<file path="config.mk">
export PLATFORM = sky130hd
export DESIGN_NAME = mdec_regbank
export DESIGN_NICKNAME = d
export VERILOG_FILES = /design/src/rtl/mdec_pkg.sv /design/src/rtl/mdec_addr_dec.sv /design/src/rtl/mdec_inst.sv /design/src/rtl/mdec_regbank.sv
export SDC_FILE = /design/constraint.sdc
export NUM_CORES = 2
export LEC_CHECK = 0
export BUFFER_PORTS_ARGS = -buffer_cell sky130_fd_sc_hd__buf_2
export CELL_PAD_IN_SITES_DETAIL_PLACEMENT = 1
export CELL_PAD_IN_SITES_GLOBAL_PLACEMENT = 1
export CORE_MARGIN = 2
export CORE_UTILIZATION = 38
export CTS_CLUSTER_SIZE = 16
export DETAILED_ROUTE_END_ITERATION = 16
export PLACE_DENSITY_LB_ADDON = 0.1
export SLEW_MARGIN = 10
export SYNTH_ARGS = -nofsm -noshare
export SYNTH_HDL_FRONTEND = slang
export SYNTH_SLANG_ARGS = --single-unit
</file>
<file path="constraint.sdc">
create_clock -name clk -period 3.45 [get_ports clk]
set_input_delay 0.69 -clock clk [delete_from_list [all_inputs] [get_ports clk]]
set_output_delay 0.69 -clock clk [all_outputs]
set_load 0.02 [all_outputs]
</file>
<file path="src/rtl/mdec_pkg.sv">
package mdec_pkg;

  typedef enum logic [2:0] {
    SUB_BLO, SUB_BHI, SUB_SLO, SUB_SHI, SUB_CTRL, SUB_TLO, SUB_THI, SUB_NONE
  } sub_e;

  localparam int CTL_LOCK   = 8;
  localparam int CTL_COMMIT = 9;
  localparam int CTL_DONE   = 10;
  localparam int CTL_TYPE   = 12;

  typedef struct packed {
    logic [63:0] base;
    logic [63:0] size;
    logic [63:0] tgt;
    logic [3:0]  gran;
    logic [3:0]  ways;
    logic        lock;
    logic        commit;
    logic        done;
    logic        expander;
  } inst_view_t;

  function automatic logic [4:0] ways_count(input logic [3:0] code);
    case (code)
      4'd0:    ways_count = 5'd1;
      4'd1:    ways_count = 5'd2;
      4'd2:    ways_count = 5'd4;
      4'd3:    ways_count = 5'd8;
      4'd4:    ways_count = 5'd16;
      4'd8:    ways_count = 5'd3;
      4'd9:    ways_count = 5'd6;
      4'd10:   ways_count = 5'd12;
      default: ways_count = 5'd0;
    endcase
  endfunction

endpackage

</file>
<file path="src/rtl/mdec_addr_dec.sv">
module mdec_addr_dec
  import mdec_pkg::*;
#(
  parameter int ADDR_W   = 12,
  parameter int NUM_INST = 4,
  parameter int IDX_W    = 2
) (
  input  logic [ADDR_W-1:0] addr,
  output logic              is_cap,
  output logic              is_gctl,
  output logic              inst_hit,
  output logic [IDX_W-1:0]  idx,
  output sub_e              sub
);

  logic [ADDR_W-1:0] off;
  logic [ADDR_W-1:0] idx_full;
  logic              low_zone;

  always_comb begin
    is_cap   = (addr == ADDR_W'(0));
    is_gctl  = (addr == ADDR_W'(4));
    low_zone = (addr < ADDR_W'(16));
    off      = addr - ADDR_W'(16);
    idx_full = off >> 5;
    case (off[4:0])
      5'h00:   sub = SUB_BLO;
      5'h04:   sub = SUB_BHI;
      5'h08:   sub = SUB_SLO;
      5'h0C:   sub = SUB_SHI;
      5'h10:   sub = SUB_CTRL;
      5'h14:   sub = SUB_TLO;
      5'h18:   sub = SUB_THI;
      default: sub = SUB_NONE;
    endcase
    inst_hit = !low_zone && (sub != SUB_NONE) && (idx_full < ADDR_W'(NUM_INST));
    idx      = idx_full[IDX_W-1:0];
  end

endmodule

</file>
<file path="src/rtl/mdec_inst.sv">
module mdec_inst
  import mdec_pkg::*;
#(
  parameter int COMMIT_DELAY = 16,
  localparam int CNT_W = $clog2(COMMIT_DELAY + 1)
) (
  input  logic        clk,
  input  logic        rst_n,
  input  logic        wr_en,
  input  sub_e        sub,
  input  logic [31:0] wdata,
  output logic [31:0] rd_word,
  output inst_view_t  view
);

  logic [63:0]      base_q, size_q, tgt_q;
  logic [31:0]      base_stg, size_stg;
  logic [3:0]       gran_q, ways_q;
  logic             lock_q, commit_q, done_q, type_q;
  logic [CNT_W-1:0] cnt_q;
  logic             frozen, ctrl_wr;

  assign frozen  = lock_q & done_q;
  assign ctrl_wr = wr_en && (sub == SUB_CTRL);

  always_ff @(posedge clk) begin
    if (!rst_n) begin
      base_q   <= '0;
      size_q   <= '0;
      tgt_q    <= '0;
      base_stg <= '0;
      size_stg <= '0;
      gran_q   <= '0;
      ways_q   <= '0;
      lock_q   <= 1'b0;
      type_q   <= 1'b0;
    end else if (wr_en && !frozen) begin
      case (sub)
        SUB_BHI: base_stg <= wdata;
        SUB_BLO: base_q   <= {base_stg, wdata};
        SUB_SHI: size_stg <= wdata;
        SUB_SLO: size_q   <= {size_stg, wdata};
        SUB_TLO: tgt_q[31:0]  <= wdata;
        SUB_THI: tgt_q[63:32] <= wdata;
        SUB_CTRL: begin
          gran_q <= wdata[3:0];
          ways_q <= wdata[7:4];
          lock_q <= wdata[CTL_LOCK];
          type_q <= wdata[CTL_TYPE];
        end
        default: ;
      endcase
    end
  end

  // commit handshake and its timer
  always_ff @(posedge clk) begin
    if (!rst_n) begin
      commit_q <= 1'b0;
      done_q   <= 1'b0;
      cnt_q    <= '0;
    end else if (ctrl_wr && !wdata[CTL_COMMIT]) begin
      commit_q <= 1'b0;
      done_q   <= 1'b0;
      cnt_q    <= '0;
    end else if (ctrl_wr && !commit_q) begin
      commit_q <= 1'b1;
      cnt_q    <= '0;
    end else if (commit_q && !done_q) begin
      if (cnt_q == CNT_W'(COMMIT_DELAY - 1)) done_q <= 1'b1;
      else                                   cnt_q  <= cnt_q + 1'b1;
    end
  end

  always_comb begin
    case (sub)
      SUB_BLO:  rd_word = base_q[31:0];
      SUB_BHI:  rd_word = base_q[63:32];
      SUB_SLO:  rd_word = size_q[31:0];
      SUB_SHI:  rd_word = size_q[63:32];
      SUB_TLO:  rd_word = tgt_q[31:0];
      SUB_THI:  rd_word = tgt_q[63:32];
      SUB_CTRL: rd_word = {19'b0, type_q, 1'b0, done_q, commit_q, lock_q, ways_q, gran_q};
      default:  rd_word = '0;
    endcase
  end

  always_comb begin
    view.base     = base_q;
    view.size     = size_q;
    view.tgt      = tgt_q;
    view.gran     = gran_q;
    view.ways     = ways_q;
    view.lock     = lock_q;
    view.commit   = commit_q;
    view.done     = done_q;
    view.expander = type_q;
  end

endmodule

</file>
<file path="src/rtl/mdec_regbank.sv">
module mdec_regbank
  import mdec_pkg::*;
#(
  parameter int ADDR_W       = 12,
  parameter int NUM_INST     = 4,
  parameter int TGT_CNT      = 2,
  parameter int IL_LO        = 1,
  parameter int IL_HI        = 0,
  parameter int COMMIT_DELAY = 16
) (
  input  logic                    clk,
  input  logic                    rst_n,
  input  logic                    bus_wr,
  input  logic                    bus_rd,
  input  logic [ADDR_W-1:0]       bus_addr,
  input  logic [31:0]             bus_wdata,
  output logic [31:0]             bus_rdata,
  output logic                    bus_rvalid,
  output logic                    glb_enable,
  output logic [NUM_INST*64-1:0]  dec_base,
  output logic [NUM_INST*64-1:0]  dec_size,
  output logic [NUM_INST*64-1:0]  dec_targets,
  output logic [NUM_INST*5-1:0]   dec_ways,
  output logic [NUM_INST*5-1:0]   dec_gran_log2,
  output logic [NUM_INST-1:0]     dec_expander,
  output logic [NUM_INST-1:0]     dec_committed
);

  localparam int IDX_W = (NUM_INST > 1) ? $clog2(NUM_INST) : 1;
  localparam logic [31:0] CAP_WORD =
    {22'b0, 1'(IL_HI), 1'(IL_LO), 4'(TGT_CNT), 4'(NUM_INST)};

  logic             is_cap, is_gctl, inst_hit;
  logic [IDX_W-1:0] idx;
  sub_e             sub;
  logic             gen_q;
  logic [31:0]      rd_next;
  logic [31:0]      inst_rd [NUM_INST];
  logic [NUM_INST-1:0] commit_v, lock_v;

  mdec_addr_dec #(.ADDR_W(ADDR_W), .NUM_INST(NUM_INST), .IDX_W(IDX_W)) dec_i (
    .addr(bus_addr), .is_cap(is_cap), .is_gctl(is_gctl),
    .inst_hit(inst_hit), .idx(idx), .sub(sub)
  );

  generate
    for (genvar g = 0; g < NUM_INST; g++) begin : g_inst
      inst_view_t view;
      mdec_inst #(.COMMIT_DELAY(COMMIT_DELAY)) inst_i (
        .clk(clk), .rst_n(rst_n),
        .wr_en(bus_wr && inst_hit && (idx == IDX_W'(g))),
        .sub(sub), .wdata(bus_wdata),
        .rd_word(inst_rd[g]), .view(view)
      );
      assign dec_base[g*64 +: 64]     = view.base;
      assign dec_size[g*64 +: 64]     = view.done ? view.size : 64'd0;
      assign dec_targets[g*64 +: 64]  = view.tgt;
      assign dec_ways[g*5 +: 5]       = ways_count(view.ways);
      assign dec_gran_log2[g*5 +: 5]  = 5'd8 + {1'b0, view.gran};
      assign dec_expander[g]          = view.expander;
      assign dec_committed[g]         = view.done;
      assign commit_v[g]              = view.commit;
      assign lock_v[g]                = view.lock;
    end
  endgenerate

  always_ff @(posedge clk) begin
    if (!rst_n)                  gen_q <= 1'b0;
    else if (bus_wr && is_gctl)  gen_q <= bus_wdata[1];
  end
  assign glb_enable = gen_q;

  always_comb begin
    if (is_cap)        rd_next = CAP_WORD;
    else if (is_gctl)  rd_next = {30'b0, gen_q, 1'b0};
    else if (inst_hit) rd_next = inst_rd[idx];
    else               rd_next = '0;
  end

  always_ff @(posedge clk) begin
    if (!rst_n) begin
      bus_rdata  <= '0;
      bus_rvalid <= 1'b0;
    end else begin
      bus_rvalid <= bus_rd;
      if (bus_rd) bus_rdata <= rd_next;
    end
  end

endmodule

</file>
-- After elaboration in Yosys (flattened, before gate mapping)
Memories as Yosys holds them, arrays and structs flattened. A register that Yosys moved wholly into a read port is not among the register bits.
Index checks and enable logic that the tools add are counted.
- register bits after elaboration: 1126
- ROM bits: 320
- input bits: 48
- output and inout bits: 850
- word-level logic and storage cells: 219
- memories kept: 4
- add/sub/neg operators: 9
- $lt $le $gt $ge: 3
- equal/unequal tests: 21
- muxes and demuxes: 23
- bitwise gates (word level): 14
- reduce and logical (&&, ||, !) cells: 90
- memories (name ; words ; bits a word ; rd ports ; clocked after Yosys merged registers in ; wr ports ; line ; source):
    (name not given) ; 16 ; 5 ; 1 ; 1 ; 0 ; mdec_pkg.sv:25 ; case (code)
    (name not given) ; 16 ; 5 ; 1 ; 1 ; 0 ; mdec_pkg.sv:25 ;
    (name not given) ; 16 ; 5 ; 1 ; 1 ; 0 ; mdec_pkg.sv:25 ;
    (name not given) ; 16 ; 5 ; 1 ; 1 ; 0 ; mdec_pkg.sv:25 ;
- operators with widths (kind ; count):
    case mux 32 bit (7 select lines) ; 4
    2-to-1 mux 64 bit ; 4
    2-to-1 mux 32 bit ; 5
    binary-select mux 32 bit (select 2 bit) ; 1
    AND reduction 2 bit ; 32
    2-to-1 mux 4 bit ; 8
    equality test 5 x 4 -> 1 bit (second input constant) ; 6
    logical AND 1 bit ; 28
    case mux 3 bit (7 select lines) ; 1
    adder 4 x 4 -> 5 bit (first input constant) ; 4
    adder 5 x 1 -> 5 bit (second input constant) ; 4
    equality test 5 bit (second input constant) ; 3
    zero test 1 bit ; 14
    equality test 12 x 3 -> 1 bit (second input constant) ; 1
    zero test 12 bit ; 1
    less-than comparator 12 x 5 -> 1 bit (second input constant) ; 1
    AND reduction 3 bit ; 4
    OR reduction 3 bit ; 4
    subtractor 12 x 5 -> 12 bit (second input constant) ; 1
    equality test 3 bit (second input constant) ; 3
    NOT 1 bit ; 9
    OR reduction 2 bit ; 4
    less-than comparator 7 x 3 -> 1 bit (second input constant) ; 1
    equality test 3 x 2 -> 1 bit (second input constant) ; 2
    other kinds (11) ; 15

-- Longest topological paths before layout
- depth in word-level cells: 12
- depth in mapped cells: 13
- depth with buffers taken out: 12

-- Modules after synthesis
A second synthesis with hierarchy kept.
- cell total of the unflattened synthesis: 6629
- area total of the unflattened synthesis: 57886.8 µm²
- by module, submodules not included (module ; instances ; cells each ; area an instance (µm²) ; seq. area each (µm²)):
    mdec_inst at g_inst[0].inst_i ... ; 3 ; 1531 ; 13409.1 ; 5465.2
    mdec_inst at g_inst[3].inst_i ; 1 ; 1525 ; 13377.8 ; 5465.2
    mdec_regbank ; 1 ; 489 ; 4145.2 ; 680.7
    mdec_addr_dec ; 1 ; 22 ; 136.4 ; 0.0

-- Worst setup path after synthesis
Ideal clock, no wire load.
- path kind: input-to-reg
- start: in bus_addr[4]
- end: reg dec_ways[2] (netlist name)
- setup time: 126 ps
- arrival time: 3527 ps
- required time: 3324 ps
- path slack: -203 ps
- stages: 13
- path buffers: 1
- path through: buf_2 -> inv_1 -> ha_1 -> or2_1 -> a211oi_1 -> o2111ai_4 -> mux2i_1 -> nor2b_1 -> inv_1 -> ha_1 -> inv_1 -> mux2i_1 -> nor2_1
- cells in the longest elaborated chain, start to end: 12
- elaborated cells on any way between the ends: 23
- those cells by class: add/sub (1); order compare (2); eq/ne (8); mux (3); reduce/logical (9)
- ends and longest elaborated chain (item ; line ; source):
    start: declaration ; mdec_regbank.sv:15 ; input logic [ADDR_W-1:0] bus_addr,
    subtractor 12 x 5 -> 12 bit ; mdec_addr_dec.sv:24 ; off = addr - ADDR_W'(16);
    equality test 5 bit, or another cell as far along ; mdec_addr_dec.sv:26 ; case (off[4:0])
    case mux 3 bit (7 select lines) ; mdec_addr_dec.sv:26 ;
    != test 3 bit ; mdec_addr_dec.sv:36 ; inst_hit = !low_zone && (sub != SUB_NONE) && (idx_full < ADDR_W'(NUM_INST));
    logical AND 1 bit (2 in a row) ; mdec_addr_dec.sv:36 ;
    logical AND 1 bit (2 in a row) ; mdec_regbank.sv:51 ; .wr_en(bus_wr && inst_hit && (idx == IDX_W'(g))),
    logical AND 1 bit ; mdec_inst.sv:37 ; end else if (wr_en && !frozen) begin
    AND reduction 2 bit (no source line) * ; - ;
    2-to-1 mux 4 bit (no source line) * (2 in a row) ; - ;
Every way passes the cells marked *; elsewhere a longest branch is shown, timed or not.
A chain may end at the register's enable or synchronous reset.

-- Worst setup path in the final report
- start: reg g_inst[3].inst_i.done_q
- end: out dec_size[223]
- cells in the longest elaborated chain, start to end: 1
- ends and longest elaborated chain (item ; line ; source):
    start: declaration ; mdec_inst.sv:19 ; logic lock_q, commit_q, done_q, type_q;
    start signal: assignment ; mdec_inst.sv:60 ; done_q <= 1'b0;
    start signal: assignment ; mdec_inst.sv:64 ; done_q <= 1'b0;
    start signal: assignment ; mdec_inst.sv:70 ; if (cnt_q == CNT_W'(COMMIT_DELAY - 1)) done_q <= 1'b1;
    2-to-1 mux 64 bit ; mdec_regbank.sv:56 ; assign dec_size[g*64 +: 64] = view.done ? view.size : 64'd0;
    end: declaration ; mdec_regbank.sv:21 ; output logic [NUM_INST*64-1:0] dec_size,
No other way between the ends.

==> results.sh <==
export IMPL_antenna_found_initial=11
export IMPL_critPathMaxFanout=31
export IMPL_netlist_instances=6699
export IMPL_synth_area_per_cell_um2=8.09
export IMPL_synth_top_area_cell="dfxtp_1"
export IMPL_synth_cell_area_um2=54200
export IMPL_finalInstanceArea_um2=62300
export IMPL_critical_path_class="register to output pin"
export IMPL_fin_crit_sh_pct=89.7
export IMPL_ys_warn_count=0
export IMPL_ctsRootBufferMaster="clkbuf_16"
export IMPL_r2r_cells=9
export IMPL_dpl_hpwl_mm=178
export IMPL_drive_gt1_share_pct=20.6
export IMPL_period_minus_slack_ns=3.09
export IMPL_fin_util_pct=44.0
export IMPL_wl_per_cell_um=29.0
export IMPL_fp_dieH_um=382
export IMPL_core_area_um2=142000
export IMPL_max_cap_violations=0
export IMPL_pin_count=898
export IMPL_synth_seq_cells=1146
export IMPL_hp_start="rst_n"
export IMPL_highest_signal_layer="met5"
export IMPL_met2_length_mm=121
export IMPL_ff2ff_setup_slack_ns=1.00
export IMPL_cts_buffers=137
export IMPL_cts_repair_resize_count=0
export IMPL_worstMarginPinSlew_ns=1.09
export IMPL_placed_cell_area_um2=57500
export IMPL_track_usage_pct=34.0
export IMPL_overflow=0
export IMPL_max_freq_mhz=323
export IMPL_clock_skew_ns=0.0364
export IMPL_hold_end="g_inst[2].inst_i.gran_q[3]"
export IMPL_relSlewSlack_pct=27.3
export IMPL_wl_met1_mm=104
export IMPL_arrival_ns=2.40
export IMPL_gp_congestion=0.878
export IMPL_reg2reg_from="g_inst[2].inst_i.lock_q"
export IMPL_drtPass1Iterations=7
export IMPL_synth_flop_cell="dfxtp_1"
export IMPL_ys_async_sr_fraction_pct=0
export IMPL_regToRegEndpoint="dec_ways[13]"
export IMPL_clock_sinks=1146
export IMPL_cp_end_kind="output pin"
export IMPL_drc=0
export IMPL_clkPwrFrac_pct=51.4
export IMPL_final_nets=6915
export IMPL_status="finished clean"
export IMPL_first_iter_violations=4437
export IMPL_yosys_cell_types_count=66
export IMPL_internal_power_mw=22.9
export IMPL_syn_nets=6772
export IMPL_vias_per_cell=5.59
export IMPL_cts_hold_buf=0
export IMPL_rsz0062_at_grt="false"
export IMPL_crit_chain="buf_4, and2_1, buf_2"
export IMPL_antenna_left=0
export IMPL_num_rows=138
export IMPL_initial_core_util_pct=38.3
export IMPL_grt_max_degree=199
export IMPL_hold_class="input port to register"
export IMPL_total_power_mw=30.1
export IMPL_clkTransAtPathRegs_ns=0.06
export IMPL_ys_seq_area_share_pct=42.3
export IMPL_slew_violations=0
export IMPL_drt_wl_total_mm=257
export IMPL_post_synth_top_area_fraction_pct=42.3
export IMPL_cp_top_family="buffers and inverters"
export IMPL_clk_path_buf_depth=3
export IMPL_start_kind="register"
export IMPL_sequentialPowerShare_pct=44.0
export IMPL_cpMaxStageDelayCell="dfxtp_2"
export IMPL_grt_pass1_vias=49000
export IMPL_power_density_nw_per_um2=483
export IMPL_grt_pass1_wl_mm=363
export IMPL_met3_length_mm=17.7
export IMPL_cts_setup_buffers=0
export IMPL_ir_drop_mv=0.409
export IMPL_hold_viol_final=0
export IMPL_cp_required_ns=2.76
export IMPL_cpPeakStageDelay_ns=0.60
export IMPL_p_comb_share_pct=4.7
export IMPL_synthTopCellsByArea="dfxtp_1, nand2_1, a21boi_1"
export IMPL_htreeDepth=4
export IMPL_finalSetupViolCount=0
export IMPL_p_leak_nw=24.4
export IMPL_cp_num_buf_inv=2
export IMPL_io_buffer_count=897
export IMPL_die_x_um=382
export IMPL_dr_total_vias=49400
export IMPL_area_growth_pct=15.0
export IMPL_p_sw_share_pct=23.8
export IMPL_synth_edf_count=0
export IMPL_cts_tree="built"
export IMPL_die_area_um2=146000
export IMPL_insertion_delay_ns=0.79
export IMPL_p_sw_mw=7.16
export IMPL_holdPathStages=2
[flip-flops by register name, summed over array words and instances, names as in the netlist]
register,count
g_inst.inst_i.cnt_q,20
glb_enable,1
bus_rdata,32
bus_rvalid,1
dec_ways,20
g_inst.inst_i.type_q,4
g_inst.inst_i.gran_q,16
g_inst.inst_i.base_stg,128
g_inst.inst_i.ways_q,16
g_inst.inst_i.size_q,256
g_inst.inst_i.base_q,256
g_inst.inst_i.tgt_q,256
g_inst.inst_i.done_q,4
g_inst.inst_i.commit_q,4
g_inst.inst_i.lock_q,4
g_inst.inst_i.size_stg,128
[Yosys cell counts (4+ instances only)]
cell type	instances
nand3_1	138
nor3b_1	10
a222oi_1	118
nor2_1	138
a221oi_1	40
nand4_1	17
nor4b_2	4
buf_2	77
nand2_1	2137
nor2b_1	50
a31oi_1	6
and2_1	260
clkbuf_1	463
nor3_2	7
xnor2_1	5
a21boi_1	667
nor3_4	5
nand4_2	4
a22oi_1	7
inv_1	22
xor2_1	8
ha_1	25
mux2_2	32
and3_1	9
o21ai_0	9
buf_1	17
mux2i_1	153
a32oi_1	28
o22ai_1	16
o211ai_1	4
a21boi_0	357
a211oi_1	13
buf_4	538
dfxtp_1	1146
and4_1	8
o31ai_1	6
a21oi_1	114
[logic make-up after synthesis]
logic type                 count (synthesis)  share of synthesized area, %
and+or+nand+nor                         2807                          22.0
DFF                                     1146                          42.3
xor gates and xnor gates                  14                         0.240
muxes                                    188                          3.61
adders and majority gates                 25                         0.577
AOI/OAI and AO/OA                       1401                          19.6
buffers and inverters                   1118                          11.7
[layout make-up]
| cell class | count | area, µm² |
|---|---|---|
| diodes | 2 | 5.00 |
| clock buffers | 210 | 4240 |
| clock inverters | 42 | 543 |
| fillers | 17000 | 79300 |
| inverters | 22 | 83.8 |
| multi-input cells | 4435 | 25200 |
| flip-flops and latches | 1146 | 22900 |
| well taps | 1890 | 2360 |
| repair buffers | 1100 | 6900 |
[routing by layer]
layer  global-route usage [%]  vias up
met5                        0        -
met4                     16.2        6
met3                     6.95      500
met2                     56.7     1918
met1                     41.7    25000
li1                         -    22000
[placed cells by master, fill, tap and decap left out, drive strengths merged, types with 6 or more instances in the layout]
| cell | count |
|---|---|
| mux2 | 32 |
| a31oi | 6 |
| nand3 | 139 |
| o21ai | 9 |
| nand2 | 2137 |
| and4 | 8 |
| inv | 26 |
| buf | 1100 |
| clkbuf | 210 |
| o31ai | 6 |
| a221oi | 40 |
| xor2 | 9 |
| and3 | 9 |
| a222oi | 118 |
| ha | 25 |
| nor3b | 10 |
| a211oi | 13 |
| a22oi | 7 |
| bufinv | 11 |
| dfxtp | 1146 |
| a32oi | 28 |
| o22ai | 16 |
| nand4 | 21 |
| nor3 | 14 |
| nor2 | 138 |
| nor2b | 51 |
| mux2i | 156 |
| clkinv | 25 |
| a21boi | 1024 |
| a21oi | 114 |
| and2 | 260 |
[worst max-delay path by stage]
stage	start	endpoint	slack, ns	cells past startpoint
after floorplan	bus_addr[4]	dec_ways[17]	-0.02	12
after global placement	bus_addr[4]	bus_rdata[26]	0.01	11
after detailed placement	bus_addr[4]	bus_rdata[26]	0.006	11
after CTS	g_inst[3].inst_i.done_q	dec_size[224]	0.34	3
after global routing	g_inst[3].inst_i.done_q	dec_size[224]	0.36	3
final	g_inst[3].inst_i.done_q	dec_size[223]	0.36	3
[power by group through the flow]
stage               combinational [mW]  sequential (mW)  clock [mW]
floorplan                        0.712             13.5           0
global placement                  1.39             13.5           0
CTS                               1.39             13.2        15.7
finish                            1.41             13.2        15.5
detailed placement                1.39             13.5           0
global route                      1.43             13.2        16.2
[per-stage QoR]
stage	hold WS (ns)	TNS [ns]	setup slack [ns]	std cells
detailed placement	0.444	0	0.00648	8593
finish	0.259	0	0.356	8847
global placement	0.437	0	0.0146	8593
global route	0.260	0	0.357	8845
floorplan	0.431	-0.0218	-0.0218	6699
CTS	0.217	0	0.341	8845
(Power assumes the default switching activity.)
